===== src/rtl/saa_pkg.sv =====
package saa_pkg;

  typedef enum logic {
    CARRY_ZERO = 1'b0,
    CARRY_AND  = 1'b1
  } spec_mode_e;

  // number of full K-bit windows placed from the MSB with step K-L
  function automatic int seg_count(input int n, input int k, input int l);
    return (n - k) / (k - l) + 1;
  endfunction

  // low-order bits left for the narrow bottom adder
  function automatic int lsb_width(input int n, input int k, input int l);
    return n - seg_count(n, k, l) * (k - l);
  endfunction

endpackage


===== src/rtl/saa_cells.sv =====
module saa_fa (
  input  logic x,
  input  logic y,
  input  logic ci,
  output logic s,
  output logic co
);
  assign s  = x ^ y ^ ci;
  assign co = (x & y) | (ci & (x ^ y));
endmodule

module saa_carry_cell (
  input  logic x,
  input  logic y,
  input  logic ci,
  output logic co
);
  assign co = (x & y) | (ci & (x | y));
endmodule

module saa_spec_carry #(
  parameter saa_pkg::spec_mode_e MODE = saa_pkg::CARRY_AND
) (
  input  logic x,
  input  logic y,
  output logic c
);
  generate
    if (MODE == saa_pkg::CARRY_AND) begin : g_and
      assign c = x & y;
    end else begin : g_zero
      logic pair_unused;
      assign pair_unused = x ^ y;
      assign c = 1'b0;
    end
  endgenerate
endmodule


===== src/rtl/saa_seg.sv =====
module saa_seg #(
  parameter int W     = 8,
  parameter int OUT_W = 4
) (
  input  logic [W-1:0]     x,
  input  logic [W-1:0]     y,
  input  logic             ci,
  output logic [OUT_W-1:0] s_hi,
  output logic             co
);
  localparam int LOW_W = W - OUT_W;

  logic [W:0] c;
  assign c[0] = ci;

  generate
    for (genvar j = 0; j < W; j++) begin : g_bit
      if (j < LOW_W) begin : g_carry_only
        saa_carry_cell u_cc (
          .x (x[j]),
          .y (y[j]),
          .ci(c[j]),
          .co(c[j+1])
        );
      end else begin : g_full
        saa_fa u_fa (
          .x (x[j]),
          .y (y[j]),
          .ci(c[j]),
          .s (s_hi[j-LOW_W]),
          .co(c[j+1])
        );
      end
    end
  endgenerate

  assign co = c[W];
endmodule


===== src/rtl/saa_core.sv =====
module saa_core #(
  parameter int N = 32,
  parameter int K = 8,
  parameter int L = 4,
  parameter saa_pkg::spec_mode_e MODE = saa_pkg::CARRY_AND
) (
  input  logic [N-1:0] a,
  input  logic [N-1:0] b,
  output logic [N-1:0] sum,
  output logic         cout
);
  localparam int S = K - L;
  localparam int M = saa_pkg::seg_count(N, K, L);
  localparam int H = saa_pkg::lsb_width(N, K, L);

  generate
    for (genvar i = 0; i < M; i++) begin : g_win
      localparam int TOP = N - 1 - i * S;
      localparam int BOT = TOP - K + 1;
      localparam int GP  = (BOT > 0) ? BOT - 1 : 0;

      logic         cin;
      logic         co;
      logic [S-1:0] hi;

      if (BOT > 0) begin : g_spec
        saa_spec_carry #(.MODE(MODE)) u_spec (
          .x(a[GP]),
          .y(b[GP]),
          .c(cin)
        );
      end else begin : g_base
        assign cin = 1'b0;
      end

      saa_seg #(.W(K), .OUT_W(S)) u_seg (
        .x   (a[TOP:BOT]),
        .y   (b[TOP:BOT]),
        .ci  (cin),
        .s_hi(hi),
        .co  (co)
      );

      assign sum[TOP -: S] = hi;

      if (i == 0) begin : g_msb
        assign cout = co;
      end else begin : g_inner
        logic co_unused;
        assign co_unused = co;
      end
    end

    if (H > 0) begin : g_lsb
      logic lsb_co_unused;
      saa_seg #(.W(H), .OUT_W(H)) u_lsb (
        .x   (a[H-1:0]),
        .y   (b[H-1:0]),
        .ci  (1'b0),
        .s_hi(sum[H-1:0]),
        .co  (lsb_co_unused)
      );
    end
  endgenerate
endmodule


===== src/rtl/saa_adder_top.sv =====
module saa_adder_top #(
  parameter int N = 32,
  parameter int K = 8,
  parameter int L = 4,
  parameter saa_pkg::spec_mode_e MODE = saa_pkg::CARRY_AND
) (
  input  logic         clk,
  input  logic         rst,
  input  logic [N-1:0] a,
  input  logic [N-1:0] b,
  output logic [N-1:0] sum,
  output logic         cout
);
  logic [N-1:0] sum_d;
  logic         cout_d;

  saa_core #(.N(N), .K(K), .L(L), .MODE(MODE)) u_core (
    .a   (a),
    .b   (b),
    .sum (sum_d),
    .cout(cout_d)
  );

  always_ff @(posedge clk) begin
    if (rst) begin
      sum  <= '0;
      cout <= 1'b0;
    end else begin
      sum  <= sum_d;
      cout <= cout_d;
    end
  end
endmodule


===== config.mk =====
export PLATFORM = sky130hd
export DESIGN_NAME = saa_adder_top
export DESIGN_NICKNAME = d
export VERILOG_FILES = /design/src/rtl/saa_pkg.sv /design/src/rtl/saa_cells.sv /design/src/rtl/saa_seg.sv /design/src/rtl/saa_core.sv /design/src/rtl/saa_adder_top.sv
export SDC_FILE = /design/constraint.sdc
export NUM_CORES = 1
export LEC_CHECK = 0
export ABC_AREA = 1
export ABC_CLOCK_PERIOD_IN_PS = 4700
export BUFFER_PORTS_ARGS = -buffer_cell sky130_fd_sc_hd__buf_4
export CORE_MARGIN = 2
export CORE_UTILIZATION = 45
export DETAILED_ROUTE_END_ITERATION = 10
export HOLD_SLACK_MARGIN = 0.1
export PLACE_DENSITY_LB_ADDON = 0.08
export SYNTH_ARGS = -nofsm -noshare
export SYNTH_HDL_FRONTEND = slang
export SYNTH_SLANG_ARGS = --single-unit

===== constraint.sdc =====
create_clock -name clk -period 4.7 [get_ports clk]
set_clock_uncertainty 0.2 [all_clocks]
set_input_delay 1.41 -clock clk [delete_from_list [all_inputs] [get_ports clk]]
set_output_delay 1.41 -clock clk [all_outputs]
set_load 0.01 [all_outputs]

# Word level (Yosys, flattened, before mapping)
# Cells that the tools add are included.
word_totals:
  register_bits: 33
  latch_bits: 0
  ramBits: 0
  mem_bits_ro: 0
  in_bits: 66
  wordCells: 226
  n_memories: 0
classes:
  add_sub_neg: 0
  mul: 0
  div: 0
  magnitude_cmp: 0
  n_eq_ne: 0
  n_shift: 0
  muxes: 0
  bitwise_logic: 224
  reduce_logical: 0
op_table:
  columns: ["operator", "count"]
  rows:
  - ["$and 1x1->1", 83]
  - ["$or 1x1->1", 78]
  - ["$xor 1x1->1", 63]

# Logic depth before layout (Yosys ltp)
logic_depth:
  depth_word: 17
  depth_mapped: 17
  ltp_nobuf: 17

# Hierarchy
# From an unflattened synthesis, not the netlist that was laid out.
unflattened:
  cells_unflattened: 260
  area_unflattened_um2: 2103.3
modules_own_cells:
  columns: ["mod", "instances", "cells_per_inst", "area_per_inst_um2", "seq_area_each_um2"]
  rows:
  - ["saa_adder_top", 1, 103, 958.4, 660.6]
  - ["saa_fa", 32, 1, 20.0, 0.0]
  - ["saa_carry_cell", 28, 4, 16.3, 0.0]
  - ["saa_spec_carry", 6, 2, 7.5, 0.0]
  - ["saa_core", 1, 1, 3.8, 0.0]

# Least setup slack after synthesis
# Ideal clock, no wire load.
synth_path:
  path_type: "input -> register"
  from: "in a[23]"
  to: "reg sum[31]"
  setup_ns: 0.064
  arrival_ns: 3.612
  required_time_ns: 4.436
  path_slack_ns: 0.824
  cell_stages: 15
  path_cell_list: "ha_1 > nand2_1 > nand2_1 > nand2_1 > nand2_1 > nand2_1 > nand2_1 > nand2_1 > nand2_1 > fa_1 > fa_1 > fa_1 > inv_1 > fa_1 > nor2_1"
synth_via:
  elab_chain_len: 16
synth_rtl:
  columns: ["item", "line", "rtl"]
  rows:
  - ["start, declared", "saa_adder_top.sv:9", "input logic [N-1:0] a,"]
  - ["$and 1x1->1", "saa_cells.sv:30", "assign c = x & y;"]
  - ["$and 1x1->1", "saa_cells.sv:18", "assign co = (x & y) | (ci & (x | y));"]
  - ["$or 1x1->1", "saa_cells.sv:18", null]
  - ["$and 1x1->1", "saa_cells.sv:18", null]
  - ["$or 1x1->1", "saa_cells.sv:18", null]
  - ["$and 1x1->1", "saa_cells.sv:18", null]
  - ["$or 1x1->1", "saa_cells.sv:18", null]
  - ["$and 1x1->1", "saa_cells.sv:18", null]
  - ["$or 1x1->1", "saa_cells.sv:18", null]
  - ["$and 1x1->1", "saa_cells.sv:9", "assign co = (x & y) | (ci & (x ^ y));"]
  - ["$or 1x1->1", "saa_cells.sv:9", null]
  - ["$and 1x1->1", "saa_cells.sv:9", null]
  - ["$or 1x1->1", "saa_cells.sv:9", null]
  - ["$and 1x1->1", "saa_cells.sv:9", null]
  - ["$or 1x1->1", "saa_cells.sv:9", null]
  - ["$xor 1x1->1", "saa_cells.sv:8", "assign s = x ^ y ^ ci;"]
  - ["end signal, assigned", "saa_adder_top.sv:29", "sum <= sum_d;"]
  - ["end, declared", "saa_adder_top.sv:11", "output logic [N-1:0] sum,"]
# Every way passes these cells.
# A chain may end at the register's enable or synchronous reset.

# Worst setup path after layout
layout_path:
  from: "in a[24]"
  to: "reg sum[31]"
layout_via:
  elab_chain_len: 16
  word_cells_on_any_way: 17
  classes_between: "bitwise (17)"
layout_rtl:
  columns: ["item", "line"]
  rows:
  - ["$or 1x1->1", "saa_cells.sv:18"]
  - ["$and 1x1->1", "saa_cells.sv:18"]
  - ["$or 1x1->1 (*)", "saa_cells.sv:18"]
  - ["$and 1x1->1 (*)", "saa_cells.sv:18"]
  - ["$or 1x1->1 (*)", "saa_cells.sv:18"]
  - ["$and 1x1->1 (*)", "saa_cells.sv:18"]
  - ["$or 1x1->1 (*)", "saa_cells.sv:18"]
  - ["$and 1x1->1 (*)", "saa_cells.sv:18"]
  - ["$or 1x1->1 (*)", "saa_cells.sv:18"]
  - ["$and 1x1->1 (*)", "saa_cells.sv:9"]
  - ["$or 1x1->1 (*)", "saa_cells.sv:9"]
  - ["$and 1x1->1 (*)", "saa_cells.sv:9"]
  - ["$or 1x1->1 (*)", "saa_cells.sv:9"]
  - ["$and 1x1->1 (*)", "saa_cells.sv:9"]
  - ["$or 1x1->1 (*)", "saa_cells.sv:9"]
  - ["$xor 1x1->1 (*)", "saa_cells.sv:8"]
# Every way passes the cells marked *; elsewhere a longest branch is shown, timed or not.

==> results.json <==
{
  "status": "finished clean",
  "critPathRequiredTime_ns": 4.72,
  "ys_seq_elements": 33,
  "antenna_found_initial": 0,
  "port-buffer-count": 98,
  "path_max_fanout": 3,
  "track_usage_pct": 15.02,
  "setup_tns_ns": 0,
  "post-synth-top-area-fraction_pct": 24.40,
  "syn_area_per_cell_um2": 8.112,
  "num_vias": 2054,
  "syn_nets": 478,
  "clockBufferDepth": 2,
  "layout_commonest_cell": "inv_1",
  "num-nets-final": 579,
  "drive_gt1_share_pct": 24.26,
  "first_global_vias": 1905,
  "cts_buffers": 5,
  "ioPinCount": 99,
  "relSlewSlack_pct": 74.89,
  "grt_max_degree": 34,
  "root_buffer": "clkbuf_8",
  "leakage_nw": 2.206,
  "ant_nets": 0,
  "cp-startpoint": "a[24]",
  "die_width_um": 81.71,
  "synth_area_um2": 2718,
  "dp_hpwl_um": 4008,
  "drt_iter0_drc": 17,
  "power_density_nw_per_um2": 227.9,
  "ys_top_cells_by_area": "ha_1, dfxtp_1, inv_1",
  "cts.sink_count": 33,
  "crit_path_start_kind": "input pin",
  "yosysTopAreaCell": "ha_1",
  "rsz0062_at_grt": "no",
  "cts_hold_buf": 0,
  "core-area_um2": 5886,
  "htreeDepth": 2,
  "initial_core_util_pct": 46.17,
  "fmax_ghz": 0.2604,
  "synth_cells": 335,
  "num_rows": 28,
  "min_period_ns": 3.840,
  "final_cell_mix": "inv_1, buf_4, ha_1, nand2_1, nor2_1",
  "period_share_pct": 81.71,
  "path_class": "input pin to flop",
  "wirelength_um": 4709,
  "post_cts_buffers": 0,
  "maxSlewViolCount": 0,
  "drc_errors": 0,
  "fin_hold_ws_ns": 1.256,
  "ys_seq_area_share_pct": 24.31,
  "viasPerCell": 4.012,
  "grt_pass1_wl_um": 7728,
  "ys_warn_count": 0,
  "syn_to_final_growth_pct": 32.04,
  "hp-class": "input pin to flop",
  "yosysUniqueCellTypes": 9,
  "peakVddDrop_mv": 0.1249,
  "dr.pass1.iters": 4,
  "crit_path_end_kind": "flop",
  "fp.dieArea_um2": 6677,
  "worstMarginPinSlew_ns": 0.3766,
  "num-fill-cells": 553,
  "min-delay-start": "b[0]",
  "cts-resized-gates": 0,
  "gp_congestion": 0.7147,
  "diodes": 0,
  "critical_path_arrival_ns": 3.86,
  "cts_tree": "yes",
  "finalPower_mw": 0.8179,
  "path_clk_slew_ns": 0.07,
  "hold_viol": 0,
  "grt_overflow": 0,
  "die-height_um": 81.71,
  "drv_cap": 0,
  "setup_viol": 0,
  "wl_per_cell_um": 9.197
}
layer usage:
metal | track usage [%] | up-vias | share of wire (%)
li1 | - | 1084 | -
met1 | 16.62 | 910 | 40
met2 | 28.03 | 55 | 52
met3 | 3.956 | 5 | 7.2
met4 | 4.500 | 0 | 0.79
met5 | 0 | - | 0
cell usage after synthesis (all sizes together):
master,n
dfxtp,33
inv,130
nand2,48
ha,53
buf,4
fa,24
nor2,35
o21bai,1
xnor2,7
report_power, final:
part	switching (mW)	total (mW)	internal [mW]
sequential	0.00909	0.325	0.316
combinational	0.135	0.279	0.143
clock	0.111	0.214	0.102
sequential cells by signal, indices dropped and copies added, names as in the netlist:
signal and cells:
cout 1, sum 32
final cells by class:
type	instances	area, um^2	area share [%]
inverters	130	488.0	13.60
well taps	75	93.84	2.615
clock inverters	3	17.52	0.4881
flip-flops and latches	33	660.6	18.41
repair buffers	98	735.7	20.50
multi-input cells	168	1524	42.47
clock buffers	5	68.82	1.918
stage by stage:
stage,std cells,cell area [um^2],utilization [%],setup slack (ns)
after CTS,512,3588,60.97,0.8569
after global placement,504,3502,59.50,0.5975
final,512,3588,60.97,0.8597
after global routing,512,3588,60.97,0.5744
after detailed placement,504,3502,59.50,0.5537
after floorplan,335,2718,-,0.8239
critical path, stage by stage:
cell and delay, ns:
buf_4 0.12, inv_1 0.05, ha_1 0.13, inv_1 0.04
nand2_1 0.04, nand2_1 0.05, nand2_1 0.06, nand2_1 0.05
nand2_1 0.05, nand2_1 0.05, nand2_1 0.06, nand2_1 0.06
fa_1 0.37, fa_1 0.39, fa_1 0.36, inv_1 0.07
fa_1 0.40, nor2_1 0.10
kinds of logic after synthesis:
kind of cell	after synthesis	synth area share (%)
adders and majority gates	77	42.08
and+or+nand+nor	83	11.46
AOI/OAI and AO/OA	1	0.2763
buffers and inverters	134	19.61
xor gates and xnor gates	7	2.256
DFF	33	24.31
path summary, 6_finish.rpt:
| path | to | cells after the start | slack [ns] |
|---|---|---|---|
| worst min-delay path | sum[0] | 4 | 1.26 |
| worst max-delay path | sum[31] | 18 | 0.86 |
(Power assumes the default switching activity.)
